===== src/rtl/pwm_upd_pkg.sv =====
package pwm_upd_pkg;

    localparam int CNT_W      = 16;
    localparam int DT_W       = 8;
    localparam int UPR_W      = 4;
    localparam int RST_PERIOD = 16;
    localparam int RST_DUTY   = 8;
    localparam int N_SIDES    = 2;

    typedef enum logic [1:0] {
        UPD_MANUAL = 2'd0,
        UPD_AUTO_A = 2'd1,
        UPD_AUTO_B = 2'd2,
        UPD_AUTO_C = 2'd3
    } upd_mode_e;

    typedef struct packed {
        logic [CNT_W-1:0] period;
        logic [CNT_W-1:0] duty;
        logic [DT_W-1:0]  dead_hi;
        logic [DT_W-1:0]  dead_lo;
    } pwm_cfg_t;

    function automatic pwm_cfg_t reset_cfg();
        pwm_cfg_t c;
        c.period  = CNT_W'(RST_PERIOD);
        c.duty    = CNT_W'(RST_DUTY);
        c.dead_hi = '0;
        c.dead_lo = '0;
        return c;
    endfunction

    // Automatic modes gate only the duty on the interval counter.
    function automatic logic duty_on_interval(input logic sync, input upd_mode_e m);
        return sync && (m != UPD_MANUAL);
    endfunction

endpackage


===== src/rtl/pwm_shadow_bank.sv =====
module pwm_shadow_bank
    import pwm_upd_pkg::*;
(
    input  logic             clk,
    input  logic             rst,
    input  logic             wr_period,
    input  logic [CNT_W-1:0] period_wdata,
    input  logic             wr_duty,
    input  logic [CNT_W-1:0] duty_wdata,
    input  logic             wr_dead,
    input  logic [DT_W-1:0]  dead_hi_wdata,
    input  logic [DT_W-1:0]  dead_lo_wdata,
    input  logic             sync_en,
    input  upd_mode_e        mode,
    input  logic             unlock,
    input  logic [UPR_W-1:0] upd_period,
    input  logic             period_end,
    output pwm_cfg_t         act
);

    pwm_cfg_t         shadow;
    logic             pend_per, pend_duty, pend_dead;
    logic             unlock_q;
    logic [UPR_W-1:0] ivl_cnt;

    logic eff_unlock, ivl_match, auto_duty;
    logic take_per, take_duty, take_dead, consume_unlock;

    always_comb begin
        eff_unlock     = unlock_q | unlock;
        ivl_match      = (ivl_cnt == upd_period);
        auto_duty      = duty_on_interval(sync_en, mode);
        take_per       = period_end && pend_per  && (!sync_en || eff_unlock);
        take_dead      = period_end && pend_dead && (!sync_en || eff_unlock);
        take_duty      = period_end && pend_duty &&
                         (!sync_en || (auto_duty ? ivl_match : eff_unlock));
        consume_unlock = period_end && sync_en && eff_unlock;
    end

    always_ff @(posedge clk) begin
        if (rst) begin
            act       <= reset_cfg();
            shadow    <= reset_cfg();
            pend_per  <= 1'b0;
            pend_duty <= 1'b0;
            pend_dead <= 1'b0;
            unlock_q  <= 1'b0;
            ivl_cnt   <= '0;
        end else begin
            if (take_per)  act.period <= shadow.period;
            if (take_duty) act.duty   <= shadow.duty;
            if (take_dead) begin
                act.dead_hi <= shadow.dead_hi;
                act.dead_lo <= shadow.dead_lo;
            end

            if (wr_period) begin
                shadow.period <= period_wdata;
                pend_per      <= 1'b1;
            end else if (take_per) begin
                pend_per <= 1'b0;
            end

            if (wr_duty) begin
                shadow.duty <= duty_wdata;
                pend_duty   <= 1'b1;
            end else if (take_duty) begin
                pend_duty <= 1'b0;
            end

            if (wr_dead) begin
                shadow.dead_hi <= dead_hi_wdata;
                shadow.dead_lo <= dead_lo_wdata;
                pend_dead      <= 1'b1;
            end else if (take_dead) begin
                pend_dead <= 1'b0;
            end

            if (consume_unlock) unlock_q <= 1'b0;
            else if (unlock)    unlock_q <= 1'b1;

            if (period_end) ivl_cnt <= ivl_match ? '0 : ivl_cnt + 1'b1;
        end
    end


    commit_at_end_chk: assert property (@(posedge clk) disable iff (rst)
        !period_end |=> $stable(act));


    manual_hold_chk: assert property (@(posedge clk) disable iff (rst)
        (sync_en && mode == UPD_MANUAL && !unlock_q && !unlock) |=> $stable(act));


    duty_interval_chk: assert property (@(posedge clk) disable iff (rst)
        (sync_en && mode != UPD_MANUAL && !ivl_match) |=> $stable(act.duty));


    unlock_consumed_chk: assert property (@(posedge clk) disable iff (rst)
        (period_end && sync_en && (unlock_q || unlock)) |=> !unlock_q);

endmodule


===== src/rtl/pwm_period_gen.sv =====
module pwm_period_gen
    import pwm_upd_pkg::*;
(
    input  logic             clk,
    input  logic             rst,
    input  logic             tick,
    input  logic [CNT_W-1:0] period,
    input  logic [CNT_W-1:0] duty,
    output logic             period_end,
    output logic             raw
);

    logic [CNT_W-1:0] cnt;
    logic             last;

    always_comb begin
        last       = (cnt >= period - 1'b1);
        period_end = tick && last;
        raw        = (cnt < duty);
    end

    always_ff @(posedge clk) begin
        if (rst)       cnt <= '0;
        else if (tick) cnt <= last ? '0 : cnt + 1'b1;
    end


    wrap_zero_chk: assert property (@(posedge clk) disable iff (rst)
        period_end |=> (cnt == '0));


    count_range_chk: assert property (@(posedge clk) disable iff (rst)
        cnt < period);


    no_tick_hold_chk: assert property (@(posedge clk) disable iff (rst)
        !tick |=> $stable(cnt));

endmodule


===== src/rtl/pwm_edge_delay.sv =====
module pwm_edge_delay
    import pwm_upd_pkg::*;
(
    input  logic            clk,
    input  logic            rst,
    input  logic            tick,
    input  logic            level_in,
    input  logic [DT_W-1:0] delay,
    output logic            level_out
);

    logic [DT_W-1:0] run;

    always_ff @(posedge clk) begin
        if (rst || !level_in)          run <= '0;
        else if (tick && run < delay)  run <= run + 1'b1;
    end

    assign level_out = level_in && (run >= delay);


    rise_held_chk: assert property (@(posedge clk) disable iff (rst)
        ($rose(level_in) && delay != '0) |-> !level_out);

endmodule


===== src/rtl/pwm_buffered_chan.sv =====
module pwm_buffered_chan
    import pwm_upd_pkg::*;
(
    input  logic             clk,
    input  logic             rst,
    input  logic             tick,
    input  logic             wr_period,
    input  logic [CNT_W-1:0] period_wdata,
    input  logic             wr_duty,
    input  logic [CNT_W-1:0] duty_wdata,
    input  logic             wr_dead,
    input  logic [DT_W-1:0]  dead_hi_wdata,
    input  logic [DT_W-1:0]  dead_lo_wdata,
    input  logic             sync_en,
    input  logic [1:0]       upd_mode,
    input  logic             unlock,
    input  logic [UPR_W-1:0] upd_period,
    output logic             pwm_hi,
    output logic             pwm_lo,
    output logic             period_end
);

    pwm_cfg_t        act;
    logic            raw;
    logic            side_in  [N_SIDES];
    logic [DT_W-1:0] side_dly [N_SIDES];
    logic            side_out [N_SIDES];

    pwm_shadow_bank u_bank (
        .clk           (clk),
        .rst           (rst),
        .wr_period     (wr_period),
        .period_wdata  (period_wdata),
        .wr_duty       (wr_duty),
        .duty_wdata    (duty_wdata),
        .wr_dead       (wr_dead),
        .dead_hi_wdata (dead_hi_wdata),
        .dead_lo_wdata (dead_lo_wdata),
        .sync_en       (sync_en),
        .mode          (upd_mode_e'(upd_mode)),
        .unlock        (unlock),
        .upd_period    (upd_period),
        .period_end    (period_end),
        .act           (act)
    );

    pwm_period_gen u_gen (
        .clk        (clk),
        .rst        (rst),
        .tick       (tick),
        .period     (act.period),
        .duty       (act.duty),
        .period_end (period_end),
        .raw        (raw)
    );

    always_comb begin
        side_in[0]  = raw;
        side_in[1]  = !raw;
        side_dly[0] = act.dead_hi;
        side_dly[1] = act.dead_lo;
    end

    for (genvar s = 0; s < N_SIDES; s++) begin : g_side
        pwm_edge_delay u_dly (
            .clk       (clk),
            .rst       (rst),
            .tick      (tick),
            .level_in  (side_in[s]),
            .delay     (side_dly[s]),
            .level_out (side_out[s])
        );
    end

    assign pwm_hi = side_out[0];
    assign pwm_lo = side_out[1];


    no_overlap_chk: assert property (@(posedge clk) disable iff (rst)
        !(pwm_hi && pwm_lo));

endmodule


===== config.mk =====
export PLATFORM = sky130hd
export DESIGN_NAME = pwm_buffered_chan
export DESIGN_NICKNAME = d
export VERILOG_FILES = /design/src/rtl/pwm_upd_pkg.sv /design/src/rtl/pwm_shadow_bank.sv /design/src/rtl/pwm_period_gen.sv /design/src/rtl/pwm_edge_delay.sv /design/src/rtl/pwm_buffered_chan.sv
export SDC_FILE = /design/constraint.sdc
export NUM_CORES = 1
export LEC_CHECK = 0
export BUFFER_PORTS_ARGS = -buffer_cell sky130_fd_sc_hd__buf_2
export CAP_MARGIN = 10
export CORE_ASPECT_RATIO = 1.1
export CORE_UTILIZATION = 40
export DETAILED_ROUTE_END_ITERATION = 12
export HOLD_SLACK_MARGIN = 0.03
export PLACE_DENSITY_LB_ADDON = 0.05
export SLEW_MARGIN = 20
export SYNTH_ARGS = -nofsm -noshare
export SYNTH_HDL_FRONTEND = slang
export SYNTH_SLANG_ARGS = --single-unit

===== constraint.sdc =====
create_clock -name clk -period 4.4 [get_ports clk]
set_input_delay 0.88 -clock clk [delete_from_list [all_inputs] [get_ports clk]]
set_output_delay 0.88 -clock clk [all_outputs]
set_load 0.02 [all_outputs]

Word level (Yosys, flattened, before mapping)
Cells that the tools add are included.

cells by class
  reductions and logical operators = 25
  order comparisons = 6
  shifts and indexed selects = 0
  divide/modulo/power cells = 0
  $mul = 0
  multiplexer cells = 9
  add/subtract/negate cells = 5
  bitwise gates (word level) = 1
  equal/unequal tests = 1

operators by type and width
  cell                                                 number
  adder 16 x 1 -> 16 bit (second input constant)       1
  adder 8 x 1 -> 8 bit (second input constant)         2
  >= comparator 16 bit                                 1
  >= comparator 8 bit                                  2
  less-than comparator 16 bit                          1
  less-than comparator 8 bit                           2
  two-way mux 16 bit                                   1
  subtractor 16 x 1 -> 16 bit (second input constant)  1
  logical AND 1 bit                                    14
  nonzero test 2 bit                                   4
  two-way mux 1 bit                                    7
  adder 4 x 1 -> 4 bit (second input constant)         1
  == test 4 bit                                        1
  logical OR 1 bit                                     4
  two-way mux 4 bit                                    1
  logical NOT 1 bit                                    2
  OR reduction 2 bit                                   1
  bitwise OR 1 bit                                     1

storage, ports and cells
  memory bits (read-only) = 0
  bits of input ports = 62
  flip-flop bits (word level) = 136
  RAM bits = 0
  word-level logic and storage cells = 63
  memories = 0
  output and inout port bits = 3
  latch bits = 0

Longest topological paths before layout
Gate-level depths: netlist of the first run.

  word-level depth = 7
  mapped depth = 15
  gate-level depth less buffers = 13

Cells and area by module
A second synthesis of the first run with hierarchy kept.

unflattened totals
  cells, all modules = 777
  area total of the unflattened synthesis = 6,860.3 µm²

by module, submodules not included
  module             area each (µm²)  cells an instance  times used
  pwm_shadow_bank    3,915.0          411                1
  pwm_period_gen     1,725.4          215                1
  pwm_edge_delay     608.1            75                 2
  pwm_buffered_chan  3.8              1                  1

Worst setup path after synthesis of the first run
OpenSTA, ideal clock, no wires.

  path type = flip-flop to output port
  start point = reg u_bank.act[34] (netlist name)
  end point = out period_end
  setup slack = 0.678 ns
  stages on the path, launching flop included = 12
  required time = 3.520 ns
  arrival = 2.842 ns
  path buffers = 1
  cell sequence = dfxtp_1 > or3_1 > nor3b_1 > nand2_1 > nor4_1 > xnor2_1 > ha_1 > nand4_1 > nor4_1 > a311oi_2 > a21oi_2 > buf_2

on the way
  cells in the longest elaborated chain, start to end = 3

ends and longest elaborated chain
  item                         RTL line                 RTL
  subtractor 16 x 1 -> 16 bit  pwm_period_gen.sv:17     last = (cnt >= period - 1'b1);
  >= comparator 16 bit         pwm_period_gen.sv:17
  logical AND 1 bit            pwm_period_gen.sv:18     period_end = tick && last;
  end: declaration             pwm_buffered_chan.sv:20  output logic period_end

Every way passes these cells.

Worst setup path after layout of the first run
  start point = reg u_bank.act[34] (netlist name)
  end point = out period_end

on the way
  cells in the longest elaborated chain, start to end = 3

ends and longest elaborated chain
  item                         RTL line
  subtractor 16 x 1 -> 16 bit  pwm_period_gen.sv:17
  >= comparator 16 bit         pwm_period_gen.sv:17
  logical AND 1 bit            pwm_period_gen.sv:18

Every way passes these cells.

==> impl_metrics.json, run 1 <==
{
  "min_path_type": "register to register",
  "period_share_pct": 94.7,
  "synth_cells": 732,
  "area_delta_synth_final_pct": 17.5,
  "crit_type": "register to primary output",
  "clock_latency_ps": 420,
  "synth_top_family_by_area": "simple AND/OR/NAND/NOR gates",
  "start_util_pct": 41.1,
  "num-fill-cells": 1549,
  "gr-total-overflow": 0,
  "fin_util_pct": 48.3,
  "drtIter0Drc": 194,
  "die_y_um": 138,
  "synth_edf_count": 0,
  "fmax_mhz": 240,
  "cts_buffer_depth": 2,
  "drtPass1Iterations": 4,
  "viasPerCell": 5.04,
  "core-area_um2": 16400,
  "grt_pass1_wl_um": 23400,
  "yosysWarnings": 0,
  "leakage_nw": 3.15,
  "yosys.cell_types.count": 49,
  "cp_data_required_time_ps": 3520,
  "fin_tns_setup_ps": 0,
  "fin_skew_ps": 9.01,
  "crit_fanout": 5,
  "gp_congestion": 0.780,
  "syn-num-nets": 846,
  "numCtsBuffers": 17,
  "reg2reg_depth": 15,
  "power-per-cell-area_nw_per_um2": 363,
  "r2r_setup_slack_ps": 770,
  "period_needed_ps": 4170,
  "wl_per_cell_um": 13.6,
  "outcome": "finished clean",
  "ios": 65,
  "grt_pass1_vias": 5044,
  "synth-seq-cells": 136,
  "max-cap-violations": 0,
  "cts.sinks": 136,
  "wl_um": 13700,
  "ys_seq_area_share_pct": 40.5,
  "port_buffers": 64,
  "antenna_found_initial": 0,
  "synth.area.mux_share_pct": 13.8,
  "syn_area_um2": 6720,
  "cts-root-buf": "clkbuf_16",
  "drv_slew": 0,
  "async_flop_share_pct": 0,
  "vias": 5085,
  "cp-end-kind": "primary output",
  "synthAdderAreaFrac_pct": 9.68,
  "worstMarginPinSlew_ps": 811,
  "rsz0062_at_grt": "false",
  "die-area_um2": 17300,
  "dp_hpwl_um": 9860,
  "hold_depth": 2,
  "critPathArrivalTime_ps": 3290,
  "drc": 0,
  "hold_buffers": 0,
  "post_synth_xor_area_fraction_pct": 6.12,
  "cts_tree": "built",
  "ys.flop_type": "dfxtp_1",
  "critPathLaunchType": "register",
  "synth_compound_area_share_pct": 6.46,
  "clkTransAtPathRegs_ps": 60,
  "postRouteAntennaNets": 0,
  "yosys.area_share.simple_pct": 18.8,
  "rows": 49,
  "nNetsFinal": 905,
  "avgSynthCellArea_um2": 9.18,
  "setup_viol": 0,
  "hold_violations": 0,
  "die_x_um": 126,
  "drive_above_1_share_pct": 15.5,
  "ir_drop_uv": 249,
  "timing.slew.headroom_pct": 45.9,
  "h-tree-depth": 4,
  "grt_use_total_pct": 17.0,
  "grt_max_degree": 81,
  "diodes": 0
}
[critical path: stages (launching register included)]
cell and delay (ps):
dfxtp_1 350, or3_4 430, nor3_4 220, nand2b_1 150, nand2b_4 190, nor2_2 120
xnor2_1 140, ha_1 300, nand4_1 170, nor3_1 90, a311oi_2 420, a21oi_2 120
buf_2 190
[worst paths after layout]
kind | start | to
max | u_bank.act[34] | period_end
min | u_bank.act[27] | u_bank.act[27]
max reg2reg | u_bank.act[34] | u_bank.act[21]
min reg2reg | u_bank.act[27] | u_bank.act[27]
[cell usage after synthesis (2+ instances only)]
cell type  number  area (um^2)
dfxtp_1       136         2720
nor2_1        126          473
mux2i_1        93          931
ha_1           52          651
inv_1          44          165
nand2b_1       37          231
xnor2_1        33          289
clkbuf_1       25         93.8
nand2_1        24         90.1
a21oi_1        22          110
nand3_1        16         80.1
nand4_1        16          100
nor3_1         15         75.1
xor2_1         14          123
nor4_1          7         43.8
o21ai_0         7         35.0
a211oi_1        6         45.0
nor2b_1         5         31.3
or2_2           4         25.0
a21o_1          3         22.5
a21oi_2         3         26.3
nor3b_1         3         22.5
o211ai_1        3         22.5
o32ai_1         3         26.3
or3_1           3         18.8
a211o_1         2         17.5
a21boi_0        2         15.0
and3_1          2         12.5
buf_2           2         10.0
buf_4           2         15.0
buf_6           2         22.5
nor4b_1         2         17.5
o21ba_2         2         20.0
[timing repair]
action                                  4_1_cts  5_1_grt
setup buffers                                 0        2
gates cloned                                  0        0
pin swaps                                     0        4
endpoints found under the setup margin        1        1
gates resized for setup                       1       12
[final cells by class]
class	count	area, um^2	area share [%]
Timing Repair Buffer	72	383	4.85
Tap cell	204	255	3.23
Multi-Input combinational cell	520	3770	47.7
Inverter	44	165	2.09
Clock buffer	19	453	5.73
Clock inverter	13	153	1.93
Sequential cell	136	2720	34.5
[layout by cell type, fill, tap and decap left out, types with 3 or more instances in the layout]
| master | n |
|---|---|
| or2_2 | 4 |
| nand2_1 | 24 |
| buf_4 | 9 |
| inv_1 | 44 |
| nand3_1 | 16 |
| bufinv_16 | 3 |
| nand4_1 | 16 |
| clkinv_2 | 6 |
| nor2_1 | 125 |
| nand2b_1 | 36 |
| ha_1 | 52 |
| a21oi_1 | 22 |
| clkbuf_16 | 17 |
| xnor2_1 | 33 |
| nor4_1 | 3 |
| o211ai_1 | 3 |
| a21o_1 | 3 |
| o21ai_0 | 7 |
| nor4_2 | 4 |
| nor2b_1 | 5 |
| xor2_1 | 14 |
| mux2i_1 | 93 |
| dfxtp_1 | 136 |
| a21oi_2 | 3 |
| a211oi_1 | 6 |
| o32ai_1 | 3 |
| nor3_1 | 13 |
| buf_2 | 63 |
[cell families after synthesis]
kind of cell | after synthesis
multiplexers | 93
AO/OA/AOI/OAI | 63
flip-flops | 136
AND/OR/NAND/NOR | 265
XOR/XNOR | 47
adder cells (fa/ha/maj) | 52
buffers and inverters | 76
[per-layer routing]
metal | vias up | GRT usage (%) | share of wire, %
li1 | 2614 | - | -
met1 | 2389 | 19.1 | 43
met2 | 61 | 30.1 | 51
met3 | 21 | 5.32 | 4.1
met4 | 0 | 6.37 | 1.6
met5 | - | 0 | 0
[state kept, by name, indices dropped and copies added (netlist names)]
| name | count |
|---|---|
| u_bank.ivl_cnt | 4 |
| u_bank.pend_duty | 1 |
| u_bank.act | 48 |
| u_bank.pend_dead | 1 |
| g_side.u_dly.run | 16 |
| u_bank.shadow | 48 |
| u_gen.cnt | 16 |
| u_bank.unlock_q | 1 |
| u_bank.pend_per | 1 |
[stage by stage]
stage	power, mW	cells	setup WS (ps)	hold WS [ps]	area (um^2)
global placement	1.44	974	520	466	7200
detailed placement	1.44	974	364	466	7200
floorplan	1.39	732	678	445	6720
CTS	2.91	1006	32.1	477	7810
global route	2.99	1008	22.5	500	7900
finish	2.86	1008	233	473	7900
[power breakdown]
part           switching, mW  internal, mW
Clock                  0.537         0.915
Sequential            0.0201          1.26
Combinational         0.0664        0.0627
Total                  0.623          2.24
No activity file was read; power rests on OpenSTA's default activity.
==> run 2: changes to the inputs <==
--- a/config.mk
+++ b/config.mk
@@ -12,6 +12,7 @@
 export DETAILED_ROUTE_END_ITERATION = 12
 export HOLD_SLACK_MARGIN = 0.03
 export PLACE_DENSITY_LB_ADDON = 0.05
+export RECOVER_POWER = 50
 export SLEW_MARGIN = 20
 export SYNTH_ARGS = -nofsm -noshare
 export SYNTH_HDL_FRONTEND = slang
==> run 2 against run 1 <==
Against the previous run:
- the run now ends with capacitance limit, slew limit left
- critical path type unchanged
- combinational power about the same
- routed wire length about the same
- first-iteration DRC count is 4.6% higher
- clock power about the same
- sequential share of layout area hardly changed
==> impl_metrics.json, run 2 (synthesis gave the netlist of run 1 again) <==
{
  "timing.slew.headroom_pct": -6.49,
  "postRouteAntennaNets": 0,
  "fmax_mhz": 240,
  "seqPwrFrac_pct": 44.8,
  "drive_above_1_share_pct": 15.2,
  "hold_violations": 0,
  "dp_hpwl_um": 9860,
  "path_cells": "or3_4, nor3_4, nand2b_1, nand2b_4, nor2_2, xnor2_1, ha_1, nand4_1, inv_1, a221oi_4, a21oi_2, buf_2",
  "clockPowerShare_pct": 50.7,
  "critPathLaunchType": "register",
  "cts_tree": "built",
  "cp_top_family": "simple AND/OR/NAND/NOR gates",
  "rsz0062_at_grt": "false",
  "drtIter0Drc": 203,
  "core-area_um2": 16400,
  "reg2reg_depth": 15,
  "die_y_um": 138,
  "cts.sinks": 136,
  "min_from": "u_bank.act[27]",
  "hold_depth": 2,
  "leakage_nw": 3.14,
  "cts_buffer_depth": 2,
  "worstMarginPinSlew_ps": 1600,
  "register_area_um2": 2720,
  "fin_tns_setup_ps": 0,
  "ir_drop_uv": 249,
  "rows": 49,
  "start_util_pct": 41.1,
  "max_stage_delay_ps": 430,
  "grt_pass1_wl_um": 23400,
  "area_delta_synth_final_pct": 17.4,
  "min_path_type": "register to register",
  "port_buffers": 64,
  "crit_fanout": 5,
  "critPathBufInv": 2,
  "period_share_pct": 94.7,
  "wl_per_cell_um": 13.6,
  "cts-root-buf": "clkbuf_16",
  "clkTransAtPathRegs_ps": 60,
  "grt_use_total_pct": 17.0,
  "drtPass1Iterations": 4,
  "h-tree-depth": 4,
  "period_needed_ps": 4170,
  "violations": "capacitance limit, slew limit",
  "fin_skew_ps": 9.24,
  "reg.largest.list": "u_bank.act: 48 flops, u_bank.shadow: 48 flops",
  "gr-total-overflow": 0,
  "die-area_um2": 17300,
  "whs_endpoint": "u_bank.act[27]",
  "crit_path_top_delay_cell": "or3_4",
  "setup_ws_ps": 235,
  "power-per-cell-area_nw_per_um2": 363,
  "numCtsBuffers": 17,
  "final_cell_mix": "dfxtp_1 (136), nor2_1 (125), mux2i_1 (93), buf_2 (63), ha_1 (52)",
  "viasPerCell": 5.04,
  "wl_um": 13700,
  "max-cap-violations": 2,
  "r2r_start": "u_bank.act[34]",
  "drc": 0,
  "multi_input_area_um2": 3770,
  "r2r_setup_slack_ps": 770,
  "layout.cells.non_filler": 1008,
  "die_x_um": 126,
  "clock_latency_ps": 420,
  "cp-end-kind": "primary output",
  "netSwitchingFraction_pct": 21.8,
  "crit_type": "register to primary output",
  "final_common_cell": "dfxtp_1",
  "vias": 5076,
  "grt_max_degree": 81,
  "p_sw_mw": 0.623,
  "antenna_found_initial": 0,
  "gp_congestion": 0.780,
  "cp_data_required_time_ps": 3520,
  "r2r_end": "u_bank.act[21]",
  "intPower_mw": 2.24,
  "grt_pass1_vias": 5044,
  "diodes": 0,
  "drv_slew": 132,
  "setup_viol": 0,
  "critPathArrivalTime_ps": 3290,
  "outcome": "complete, but fails checks",
  "combinationalPowerShare_pct": 4.5,
  "num-fill-cells": 1550,
  "dpl.cell_count": 974,
  "nNetsFinal": 905,
  "ios": 65,
  "dp_slack_ps": 364
}
run 2: worst max path at each step:
stage                              start    endpoint  slack [ps]  cells past startpoint
after global placement    u_bank.act[34]  period_end         520                     11
final                     u_bank.act[34]  period_end         230                     12
after CTS                 u_bank.act[34]  period_end          30                     12
after detailed placement  u_bank.act[34]  period_end         360                     11
after floorplan           u_bank.act[34]  period_end         680                     11
after global routing      u_bank.act[34]  period_end          20                     11
run 2: timing repair:
item	4_1_cts	5_1_grt
setup endpoints to repair	1	1
hold buffers	0	0
pin swaps	0	4
setup buffers	0	2
gates resized for setup	1	12
run 2: layer usage:
layer | global-route usage (%) | vias to the layer above | share of wire, %
li1 | - | 2614 | -
met1 | 19.1 | 2382 | 43
met2 | 30.1 | 59 | 51
met3 | 5.32 | 21 | 4.1
met4 | 6.37 | 0 | 1.6
met5 | 0 | - | 0
run 2: cell type report:
class	count	area share, %
multi-input combinational	520	47.8
clock inverter	13	1.93
sequential	136	34.5
clock buffer	19	5.74
inverter	44	2.09
tap	204	3.24
timing repair buffer	72	4.73
run 2: power groups by stage:
stage | combinational [mW] | sequential [mW] | clock, mW
2_1_floorplan | 0.0918 | 1.30 | 0
3_3_place_gp | 0.128 | 1.31 | 0
3_5_place_dp | 0.132 | 1.31 | 0
4_1_cts | 0.132 | 1.28 | 1.49
5_1_grt | 0.147 | 1.29 | 1.56
6_report | 0.129 | 1.28 | 1.45
run 2: worst register-to-register path, delay by kind of cell, from the launching register on:
kind / cells / cell delay (ps)
AOI/OAI and AO/OA: 2 / 310
xor gates and xnor gates: 1 / 80
adders and majority gates: 1 / 350
buffers and inverters: 2 / 480
DFF: 1 / 350
muxes: 1 / 240
and+or+nand+nor: 8 / 1760
run 2: metrics by stage:
step	util (%)	cell area, um^2	hold WS (ps)	power, mW
floorplan	-	6720	445	1.39
global placement	44.0	7200	466	1.44
detailed placement	44.0	7200	466	1.44
CTS	47.7	7810	477	2.91
global route	48.2	7890	500	2.99
finish	48.2	7890	473	2.86
